## config.mk

```make
export PLATFORM = sky130hd
export DESIGN_NAME = xfer_cmd_sched
export DESIGN_NICKNAME = d
export VERILOG_FILES = /design/src/rtl/xcs_pkg.sv /design/src/rtl/xcs_arbiter.sv /design/src/rtl/xcs_scoreboard.sv /design/src/rtl/xcs_return_decode.sv /design/src/rtl/xfer_cmd_sched.sv
export SDC_FILE = /design/constraint.sdc
export NUM_CORES = 1
export LEC_CHECK = 0
export ABC_AREA = 0
export CAP_MARGIN = 20
export CORE_MARGIN = 10
export CORE_UTILIZATION = 60
export DETAILED_ROUTE_END_ITERATION = 16
export GPL_TIMING_DRIVEN = 0
export HOLD_SLACK_MARGIN = 0.12
export PLACE_DENSITY = 0.82
export SETUP_SLACK_MARGIN = 0.02
export SYNTH_ARGS = -nofsm -noshare
export SYNTH_HDL_FRONTEND = slang
export SYNTH_HIERARCHICAL = 1
export SYNTH_SLANG_ARGS = --single-unit
export TNS_END_PERCENT = 100
```

## constraint.sdc

```tcl
create_clock -name clk -period 11.56 [get_ports clk]
set_input_delay 1.156 -clock clk [delete_from_list [all_inputs] [get_ports clk]]
set_output_delay 1.156 -clock clk [all_outputs]
set_load 0.1 [all_outputs]
```

## src/rtl/xcs_pkg.sv

```systemverilog
package xcs_pkg;
    localparam int TOK_W  = 64;
    localparam int ADDR_W = 11;
    localparam int ID_W   = 12;
    localparam int DONE_W = 7;
    localparam int SLOT_W = 4;
    localparam int INFO_W = 7;
    localparam int CODE_W = 8;

    typedef enum logic [1:0] {
        CLS_EMPTY    = 2'b00,
        CLS_CMD      = 2'b01,
        CLS_TO_SCHED = 2'b10,
        CLS_SPARE    = 2'b11
    } cls_e;

    typedef enum logic [1:0] {
        KIND_CMD = 2'b00,
        KIND_ALL = 2'b01,
        KIND_ONE = 2'b10,
        KIND_UP  = 2'b11
    } kind_e;

    localparam logic [2:0] OP_ERROR  = 3'b001;
    localparam logic [2:0] OP_HOLD   = 3'b100;
    localparam logic [2:0] OP_RESUME = 3'b110;

    typedef enum logic [3:0] {
        CAUSE_NONE    = 4'h0,
        CAUSE_BAD_CNT = 4'h1,
        CAUSE_TIMEOUT = 4'h2,
        CAUSE_SLAVE   = 4'h3,
        CAUSE_STRAY   = 4'h4
    } cause_e;

    typedef struct packed {
        cls_e               cls;
        kind_e              kind;
        logic               first;
        logic [DONE_W-1:0]  done;
        logic [ADDR_W-1:0]  buf_addr;
        logic [ID_W-1:0]    cpu_id;
        logic [SLOT_W-1:0]  slot;
        logic [2:0]         op;
        logic [INFO_W-1:0]  info;
        logic [14:0]        spare;
    } tok_t;

    function automatic tok_t make_cmd(input logic              first,
                                      input logic [ADDR_W-1:0] addr,
                                      input logic [ID_W-1:0]   id,
                                      input logic [SLOT_W-1:0] slot);
        tok_t t;
        t          = '0;
        t.cls      = CLS_CMD;
        t.kind     = KIND_CMD;
        t.first    = first;
        t.buf_addr = addr;
        t.cpu_id   = id;
        t.slot     = slot;
        return t;
    endfunction
endpackage

```

## src/rtl/xcs_arbiter.sv

```systemverilog
module xcs_arbiter #(
    parameter int N = 16,
    localparam int IW = (N > 1) ? $clog2(N) : 1
) (
    input  logic          clk,
    input  logic          rst,
    input  logic [N-1:0]  req_set,
    input  logic          take,
    output logic          any,
    output logic [IW-1:0] pick
);
    logic [N-1:0]  pend;
    logic [N-1:0]  pick_oh;
    logic [IW-1:0] start;
    logic [IW:0]   pos;

    // rotating search: first set bit at or after start, wrapping
    always_comb begin
        any  = 1'b0;
        pick = '0;
        pos  = '0;
        for (int i = 0; i < N; i++) begin
            pos = {1'b0, start} + (IW+1)'(i);
            if (pos >= (IW+1)'(N)) pos = pos - (IW+1)'(N);
            if (!any && pend[pos[IW-1:0]]) begin
                any  = 1'b1;
                pick = pos[IW-1:0];
            end
        end
    end

    always_comb begin
        pick_oh = '0;
        if (any) pick_oh[pick] = 1'b1;
    end

    always_ff @(posedge clk) begin
        if (rst) begin
            pend  <= '0;
            start <= '0;
        end else begin
            pend <= (pend | req_set) & ~(take ? pick_oh : '0);
            if (take) start <= (pick == IW'(N-1)) ? '0 : pick + 1'b1;
        end
    end

    // the top only takes when a request is pending
    assert_take_pending_R5: assert property (@(posedge clk) disable iff (rst)
        take |-> any);
    // a served bit leaves the array unless set again
    assert_served_cleared_R5: assert property (@(posedge clk) disable iff (rst)
        (take && !req_set[pick]) |=> !pend[$past(pick)]);
endmodule

```

## src/rtl/xcs_scoreboard.sv

```systemverilog
module xcs_scoreboard #(
    parameter int DEPTH = 16,
    parameter int TMO_W = 16,
    localparam int IW = (DEPTH > 1) ? $clog2(DEPTH) : 1
) (
    input  logic             clk,
    input  logic             rst,
    input  logic             alloc,
    input  logic             clr,
    input  logic [IW-1:0]    clr_idx,
    input  logic [TMO_W-1:0] limit,
    output logic             full,
    output logic [IW-1:0]    free_idx,
    output logic             busy_at_clr,
    output logic             expire_any,
    output logic [IW-1:0]    expire_idx
);
    logic [DEPTH-1:0] busy;
    logic [DEPTH-1:0] expire;

    for (genvar e = 0; e < DEPTH; e++) begin : g_entry
        logic             b_q;
        logic [TMO_W-1:0] age_q;

        assign busy[e]   = b_q;
        assign expire[e] = b_q && (age_q == limit - 1'b1);

        always_ff @(posedge clk) begin
            if (rst) begin
                b_q   <= 1'b0;
                age_q <= '0;
            end else if (alloc && !full && free_idx == IW'(e)) begin
                b_q   <= 1'b1;
                age_q <= '0;
            end else if ((clr && clr_idx == IW'(e)) || expire[e]) begin
                b_q   <= 1'b0;
                age_q <= '0;
            end else if (b_q) begin
                age_q <= age_q + 1'b1;
            end
        end
    end

    always_comb begin
        free_idx = '0;
        for (int e = DEPTH - 1; e >= 0; e--)
            if (!busy[e]) free_idx = IW'(e);
    end

    always_comb begin
        expire_idx = '0;
        for (int e = DEPTH - 1; e >= 0; e--)
            if (expire[e]) expire_idx = IW'(e);
    end

    assign full        = &busy;
    assign busy_at_clr = busy[clr_idx];
    assign expire_any  = |expire;

    // the issuer never allocates into a full scoreboard
    assert_no_overflow_R8: assert property (@(posedge clk) disable iff (rst)
        alloc |-> !full);
    // a returning token releases its entry
    assert_return_frees_R9: assert property (@(posedge clk) disable iff (rst)
        (clr && busy_at_clr) |=> !busy[$past(clr_idx)]);
endmodule

```

## src/rtl/xcs_return_decode.sv

```systemverilog
module xcs_return_decode
    import xcs_pkg::*;
(
    input  logic              valid,
    input  logic [TOK_W-1:0]  word,
    input  logic [DONE_W-1:0] slaves,
    output logic              cmd_back,
    output logic              done_ok,
    output logic [SLOT_W-1:0] slot,
    output logic              err_msg,
    output logic              hold_msg,
    output logic              resume_msg,
    output logic [3:0]        info_lo
);
    tok_t w;
    logic up;
    logic unused_bits;

    assign w          = tok_t'(word);
    assign cmd_back   = valid && w.cls == CLS_CMD && w.kind == KIND_CMD;
    assign up         = valid && w.cls == CLS_TO_SCHED && w.kind == KIND_UP;
    assign done_ok    = (w.done == slaves);
    assign slot       = w.slot;
    assign err_msg    = up && w.op == OP_ERROR;
    assign hold_msg   = up && w.op == OP_HOLD;
    assign resume_msg = up && w.op == OP_RESUME;
    assign info_lo    = w.info[3:0];
    assign unused_bits = ^{w.first, w.buf_addr, w.cpu_id, w.info[6:4], w.spare};
endmodule

```

## src/rtl/xfer_cmd_sched.sv

```systemverilog
module xfer_cmd_sched
    import xcs_pkg::*;
#(
    parameter int NUM_CPU = 16,
    parameter int DEPTH   = 16,
    parameter int TMO_W   = 16
) (
    input  logic               clk,
    input  logic               rst,
    input  logic [NUM_CPU-1:0] req_set,
    input  logic               slot_free,
    input  logic               host_throttle,
    input  logic [DONE_W-1:0]  cfg_slaves,
    input  logic [TMO_W-1:0]   cfg_timeout,
    input  logic               ret_valid,
    input  logic [TOK_W-1:0]   ret_tok,
    input  logic               irq_clr,
    output logic               tok_valid,
    output logic [TOK_W-1:0]   tok_out,
    output logic               irq,
    output logic [CODE_W-1:0]  irq_code
);
    localparam int CPU_IW = (NUM_CPU > 1) ? $clog2(NUM_CPU) : 1;
    localparam int IW     = (DEPTH > 1) ? $clog2(DEPTH) : 1;

    logic              any_req;
    logic [CPU_IW-1:0] pick;
    logic              issue;
    logic              full;
    logic [IW-1:0]     free_idx;
    logic              busy_at_clr;
    logic              expire_any;
    logic [IW-1:0]     expire_idx;
    logic              cmd_back, done_ok, err_msg, hold_msg, resume_msg;
    logic [SLOT_W-1:0] ret_slot;
    logic [3:0]        info_lo;
    logic              slave_hold;
    logic              first_pend;
    logic [ADDR_W-1:0] next_addr;
    tok_t              out_q;
    cause_e            cause;
    logic [3:0]        detail;

    assign issue = slot_free && any_req && !host_throttle && !slave_hold && !full;

    xcs_arbiter #(.N(NUM_CPU)) u_arb (
        .clk     (clk),
        .rst     (rst),
        .req_set (req_set),
        .take    (issue),
        .any     (any_req),
        .pick    (pick)
    );

    xcs_return_decode u_dec (
        .valid      (ret_valid),
        .word       (ret_tok),
        .slaves     (cfg_slaves),
        .cmd_back   (cmd_back),
        .done_ok    (done_ok),
        .slot       (ret_slot),
        .err_msg    (err_msg),
        .hold_msg   (hold_msg),
        .resume_msg (resume_msg),
        .info_lo    (info_lo)
    );

    xcs_scoreboard #(.DEPTH(DEPTH), .TMO_W(TMO_W)) u_sb (
        .clk         (clk),
        .rst         (rst),
        .alloc       (issue),
        .clr         (cmd_back),
        .clr_idx     (IW'(ret_slot)),
        .limit       (cfg_timeout),
        .full        (full),
        .free_idx    (free_idx),
        .busy_at_clr (busy_at_clr),
        .expire_any  (expire_any),
        .expire_idx  (expire_idx)
    );

    // error source selection: return-path errors win over expiry
    always_comb begin
        cause  = CAUSE_NONE;
        detail = '0;
        if (cmd_back && !busy_at_clr) begin
            cause  = CAUSE_STRAY;
            detail = 4'(ret_slot);
        end else if (cmd_back && !done_ok) begin
            cause  = CAUSE_BAD_CNT;
            detail = 4'(ret_slot);
        end else if (err_msg) begin
            cause  = CAUSE_SLAVE;
            detail = info_lo;
        end else if (expire_any) begin
            cause  = CAUSE_TIMEOUT;
            detail = 4'(expire_idx);
        end
    end

    always_ff @(posedge clk) begin
        if (rst) begin
            tok_valid  <= 1'b0;
            out_q      <= '0;
            next_addr  <= '0;
            first_pend <= 1'b1;
            slave_hold <= 1'b0;
            irq        <= 1'b0;
            irq_code   <= '0;
        end else begin
            tok_valid <= issue;
            out_q     <= issue ? make_cmd(first_pend, next_addr, ID_W'(pick), SLOT_W'(free_idx))
                               : '0;
            if (issue) begin
                next_addr  <= next_addr + 1'b1;
                first_pend <= 1'b0;
            end
            if (resume_msg)    slave_hold <= 1'b0;
            else if (hold_msg) slave_hold <= 1'b1;
            if (irq_clr) begin
                irq      <= 1'b0;
                irq_code <= '0;
            end else if (!irq && cause != CAUSE_NONE) begin
                irq      <= 1'b1;
                irq_code <= {cause, detail};
            end
        end
    end

    assign tok_out = out_q;

    // no heartbeat slot, no token
    assert_slot_gate_R6: assert property (@(posedge clk) disable iff (rst)
        !slot_free |=> !tok_valid);
    // either throttle source suppresses issue
    assert_throttle_gate_R7: assert property (@(posedge clk) disable iff (rst)
        (host_throttle || slave_hold) |=> !tok_valid);
    // a pending code is frozen until cleared
    assert_code_hold_R13: assert property (@(posedge clk) disable iff (rst)
        (irq && !irq_clr) |=> (irq && $stable(irq_code)));
    // the first-token flag never reappears once a token has gone out
    assert_first_once_R4: assert property (@(posedge clk) disable iff (rst)
        (tok_valid && !tok_out[59]) |-> !first_pend);
endmodule

```

Word-level counts from Yosys, hierarchy flattened
Index checks and enable logic that the tools add are counted.
- muxes and demuxes: 160
- reduce and logical (&&, ||, !) cells: 157
- add/subtract/negate cells: 50
- order comparisons: 35
- bitwise operators: 4
- eq/ne operators: 54
- operators with widths (operator ; count):
    $mux W4 ; 69
    $add A16 B1 Y16 const B ; 16
    $eq A16 B16 Y1 ; 16
    $lt A4 B5 Y1 const B ; 18
    $logic_and A1 B1 Y1 ; 79
    $ge A5 B5 Y1 const B ; 15
    $bmux W1 S4 ; 17
    $eq A4 B4 Y1 const B ; 17
    $mux W1 ; 66
    $sub A4 B1 Y4 const B ; 16
    $mux W63 ; 1
    $reduce_or A3 Y1 ; 16
    $add A4 B4 Y5 const B ; 8
    $eq A4 B3 Y1 const B ; 8
    $mux W16 ; 2
    $reduce_bool A2 Y1 ; 16
    $logic_not A1 Y1 ; 21
    $add A4 B3 Y5 const B ; 4
    $and A16 B16 Y16 ; 1
    $eq A4 B2 Y1 const B ; 4
    $logic_or A1 B1 Y1 ; 16
    $not A16 Y16 ; 1
    $or A16 B16 Y16 ; 1
    $reduce_and A16 Y1 ; 1
    other kinds (22) ; 31
- register bits: 379
- input port bits: 109
- output and inout port bits: 74
- word-level logic and storage cells: 511

Depth between registers and ports, before layout
- word-level depth: 58
- mapped depth: 22
- mapped depth without buffers: 17

Hierarchy
Netlist, hierarchy kept.
- modules (own cells, without submodules) (module ; times used ; sequential area each (µm²) ; area each (µm²) ; cells an instance):
    xcs_scoreboard ; 1 ; 5445.2 ; 16095.4 ; 1962
    xcs_arbiter ; 1 ; 400.4 ; 3525.9 ; 399
    xfer_cmd_sched ; 1 ; 840.8 ; 1894.3 ; 207
    xcs_return_decode ; 1 ; 0.0 ; 212.7 ; 25

Worst setup path before layout
Ideal clock, no wire load.
- path type: in2reg
- from: in cfg_timeout[0]
- to: reg irq_code[0]
- arrival: 5372 ps
- buffers on the path: 3
- setup time: 70 ps
- path slack: 6118 ps
- data required time: 11490 ps
- stages: 20
- cell sequence: buf_6 buf_1 inv_1 ha_1 xor2_1 clkbuf_1 xnor2_1 nand4_1 a2111oi_0 o2111ai_1 nor4_1 nand4_1 and2_1 nand3b_1 nor2_1 nand2_1 nor2b_1 a221oi_1 or3_2 a21oi_1
- elaborated cells on any way between the ends: 60
- those cells by class: add/sub: 1; eq/ne: 16; mux: 24; reduce/logical: 19
- RTL lines (element ; line ; source):
    from (decl) ; xfer_cmd_sched.sv:14 ; input logic [TMO_W-1:0] cfg_timeout,
    $sub A16 B1 Y16 (*) ; xcs_scoreboard.sv:26 ; assign expire[e] = b_q && (age_q == limit - 1'b1);
    $eq A16 B16 Y1 ; xcs_scoreboard.sv:26 ;
    $logic_and A1 B1 Y1 ; xcs_scoreboard.sv:26 ;
    $reduce_or A16 Y1 (*) ; xcs_scoreboard.sv:58 ; assign expire_any = |expire;
    net expire_any ; xfer_cmd_sched.sv:32 ; logic expire_any;
    $mux W2 ; xfer_cmd_sched.sv:95 ; end else if (expire_any) begin
    $mux W2 ; xfer_cmd_sched.sv:92 ; end else if (err_msg) begin
    $mux W2 ; xfer_cmd_sched.sv:89 ; end else if (cmd_back && !done_ok) begin
    $mux W3 ; xfer_cmd_sched.sv:86 ; if (cmd_back && !busy_at_clr) begin
    $reduce_bool A4 Y1 ; xfer_cmd_sched.sv:123 ; end else if (!irq && cause != CAUSE_NONE) begin
    $logic_and A1 B1 Y1 ; xfer_cmd_sched.sv:123 ;
    to (signal assigned) ; xfer_cmd_sched.sv:125 ; irq_code <= {cause, detail};
    to (decl) ; xfer_cmd_sched.sv:21 ; output logic [CODE_W-1:0] irq_code
The timed path passes the listed nets; every way through them passes the cells marked *.
A chain may end at the register's enable or synchronous reset.

Worst setup path after layout
- from: in cfg_timeout[0]
- to: reg irq_code[1]
- word-level cells in the longest chain between the ends: 23
- elaborated cells on any way between the ends: 60
- those cells by class: add/sub: 1; eq/ne: 16; mux: 24; reduce/logical: 19
- RTL lines (element ; line ; source):
    $sub A16 B1 Y16 (*) ; xcs_scoreboard.sv:26 ;
    $eq A16 B16 Y1 ; xcs_scoreboard.sv:26 ;
    $logic_and A1 B1 Y1 ; xcs_scoreboard.sv:26 ;
    $mux W4 (15 in a row) ; xcs_scoreboard.sv:53 ; if (expire[e]) expire_idx = IW'(e);
    $mux W4 (*) ; xcs_scoreboard.sv:53 ;
    net expire_idx[1] ; xfer_cmd_sched.sv:33 ; logic [IW-1:0] expire_idx;
    $mux W4 (*) ; xfer_cmd_sched.sv:95 ;
    $mux W4 (*) ; xfer_cmd_sched.sv:92 ;
    $mux W4 (*) ; xfer_cmd_sched.sv:89 ;
    $mux W4 (*) ; xfer_cmd_sched.sv:86 ;
Marks and branches as above.

==> results.json <==
{
  "outcome": "complete, no violations",
  "nets": 2901,
  "rr_worst_depth": 19,
  "path_max_fanout": 10,
  "synth_cell_types": 100,
  "ys.flop_type": "dfxtp_1",
  "synth_area_leaders": "dfxtp_1 31%, xor2_1 10%, xnor2_1 9.5%",
  "regArea_um2": 6686,
  "grt_max_degree": 13,
  "ys_seq_elements": 334,
  "die_width_um": 210.3,
  "setup_violations": 0,
  "cp.required_ns": 12.06,
  "grt_pass1_wl_um": 103200,
  "p_leak_nw": 9.120,
  "async_reset_ff_frac": 0,
  "antenna_found_initial": 0,
  "max_freq_mhz": 129.2,
  "cts_tree": "done",
  "grt.busiest_layer": "met2",
  "clock-sinks": 334,
  "avgSynthCellArea_um2": 8.380,
  "drive_gt1_frac": 0.09573,
  "ys_seq_area_frac": 0.3077,
  "fin_skew_ns": 0.01648,
  "start_util": 0.6094,
  "root_buffer": "clkbuf_16",
  "worstMarginPinSlew_ns": 1.195,
  "grt.total_usage": 0.2911,
  "worst_setup_path_end_kind": "flop",
  "synth_top_area_frac": 0.3077,
  "n_antenna_cell": 0,
  "die_area_um2": 44230,
  "hold_class": "flop to flop",
  "wl_um": 66890,
  "cts_setup_buffers": 0,
  "postSynthCellCount": 2593,
  "path_class": "primary input to flop",
  "worstPathArrival_ns": 8.24,
  "synth_edf_count": 0,
  "cts.hold.buffers_added": 0,
  "cts_made_buffers": 37,
  "grt_pass1_vias": 18730,
  "grt-ovfl-total": 0,
  "io_buffers": 83,
  "dr.pass1.iters": 6,
  "first_iter_violations": 1970,
  "multiInputGateArea_um2": 14010,
  "cts-resized-gates": 0,
  "nFillCells": 2900,
  "maxCapViolCount": 0,
  "clk_latency_ns": 0.57,
  "synth_top_area_cell": "dfxtp_1",
  "grtUsageMet3": 0.05386,
  "setup_ws_ns": 3.823,
  "viasPerCell": 6.083,
  "finalSetupTns_ns": 0,
  "grt_use_met1": 0.3650,
  "die_h_um": 210.3,
  "ir_worst_vdd_mv": 0.1216,
  "cts_buffer_depth": 3,
  "period_share": 0.6693,
  "slew_viol_final": 0,
  "vias": 19770,
  "dpl_worst_slack_ns": 3.530,
  "synth_area_um2": 21730,
  "rows": 69,
  "rsz0062_at_grt": "no",
  "powerDensity_nw_per_um2": 159.0,
  "ios": 183,
  "relSlewSlack": 0.2031,
  "cp-start-kind": "primary input",
  "gp_congestion": 0.9775,
  "area_delta_synth_final_pct": 13.12,
  "core_area_um2": 35660,
  "min_period_ns": 7.737,
  "htreeDepth": 2,
  "antenna_left": 0,
  "holdPathStages": 1,
  "final_hold_viol_count": 0,
  "synth_warnings": 6,
  "drc_errors": 0,
  "routedWlPerCell_um": 20.58,
  "grt.met2_usage": 0.4768,
  "clk_pin_slew_ns": 0.06,
  "post-dp-hpwl_um": 50120
}
## cell type report
class / instances / share of cell area
Tap cell: 461 / 0.02347
Clock buffer: 58 / 0.04704
Timing Repair Buffer: 88 / 0.03599
Sequential cell: 334 / 0.2720
Inverter: 56 / 0.008552
Multi-Input combinational cell: 2062 / 0.5698
Clock inverter: 7 / 0.002596
Buffer: 184 / 0.04047
## registers in the layout, summed over array words and instances, names as in the netlist
register and cells:
tok_out 20, tok_valid 1, irq_code 7, u_arb/pend 16, first_pend 1, irq 1, u_sb/g_entry.b_q 16, u_arb/start 4
slave_hold 1, next_addr 11, u_sb/g_entry.age_q 256
## critical path: stages
cell and delay (ns):
clkdlybuf4s50_1 0.50, buf_6 0.22, buf_1 0.91, inv_1 0.11
ha_1 0.32, nor4b_1 0.18, and4_1 0.17, clkbuf_1 0.26
xnor2_1 0.92, clkbuf_1 0.92, nor2_1 0.07, a2111oi_0 0.43
nand4_1 0.32, and2_1 0.28, a211oi_1 0.52, o21bai_1 0.12
a31oi_1 0.21, a221oi_1 0.10, or3_1 0.36, a21oi_1 0.12
## per-stage QoR
step	area [um2]	instances	util	hold WS (ns)	power [W]
floorplan	21890	2636	-	0.4181	0.002334
global route	24580	3250	0.6893	0.4678	0.004071
global placement	23300	3180	0.6534	0.4331	0.002698
CTS	24550	3247	0.6886	0.4462	0.003892
detailed placement	23330	3182	0.6544	0.4333	0.002707
finish	24580	3250	0.6893	0.4442	0.003908
## path summary, 6_finish.rpt
kind / startpoint / slack, ns / endpoint
setup reg to reg: u_arb/start[2] / 4.81 / u_sb/g_entry[12].age_q[13]
hold reg to reg: first_pend / 0.44 / first_pend
hold / removal: first_pend / 0.44 / first_pend
setup / recovery: cfg_timeout[0] / 3.82 / irq_code[1]
## routing by layer
| metal | share of wire | routed length, um |
|---|---|---|
| met1 | 0.39 | 26420 |
| met2 | 0.47 | 31340 |
| met3 | 0.095 | 6325 |
| met4 | 0.042 | 2814 |
| met5 | 0 | 0 |
## layout by cell type (no fill, tap or decap), types with 59 or more instances in the layout
master,Yosys,final
and3_1,59,59
nand2_1,188,188
xor2_1,259,259
clkbuf_1,82,89
a21oi_1,61,61
nand4_1,105,105
clkdlybuf4s50_1,0,83
xnor2_1,236,235
dfxtp_1,334,334
nand3_1,97,97
nor2_1,418,418
buf_4,58,59
## synthesized netlist by cell type (all sizes together) (36+ instances only)
cell type	count
mux2i	53
a21oi	61
buf	102
and2	39
dfxtp	334
nand4	105
mux4	36
o21ai	45
nand3	97
and3	59
inv	56
nor3	53
nand2	188
clkbuf	82
nor2	421
xor2	259
xnor2	237
## kinds of logic (layout without fill, tap and decap cells)
family          count (synthesis)  after routing  share of synthesized area
compound gates                276            276                    0.09006
flops                         334            334                     0.3077
xor+xnor                      502            502                     0.2066
other cells                     1             44                  0.0001726
mux                           107            107                    0.07221
simple gates                 1103           1103                     0.2507
buf+inv                       240            393                    0.05545
fa+ha+maj                      30             30                    0.01716
## report_power, final
part           internal (W)  switching (W)  total, W
Combinational      0.000567       0.000952   0.00152
Sequential          0.00117      0.0000272   0.00120
Clock              0.000690       0.000502   0.00119
Total               0.00243        0.00148   0.00391
(Power assumes the default switching activity.)
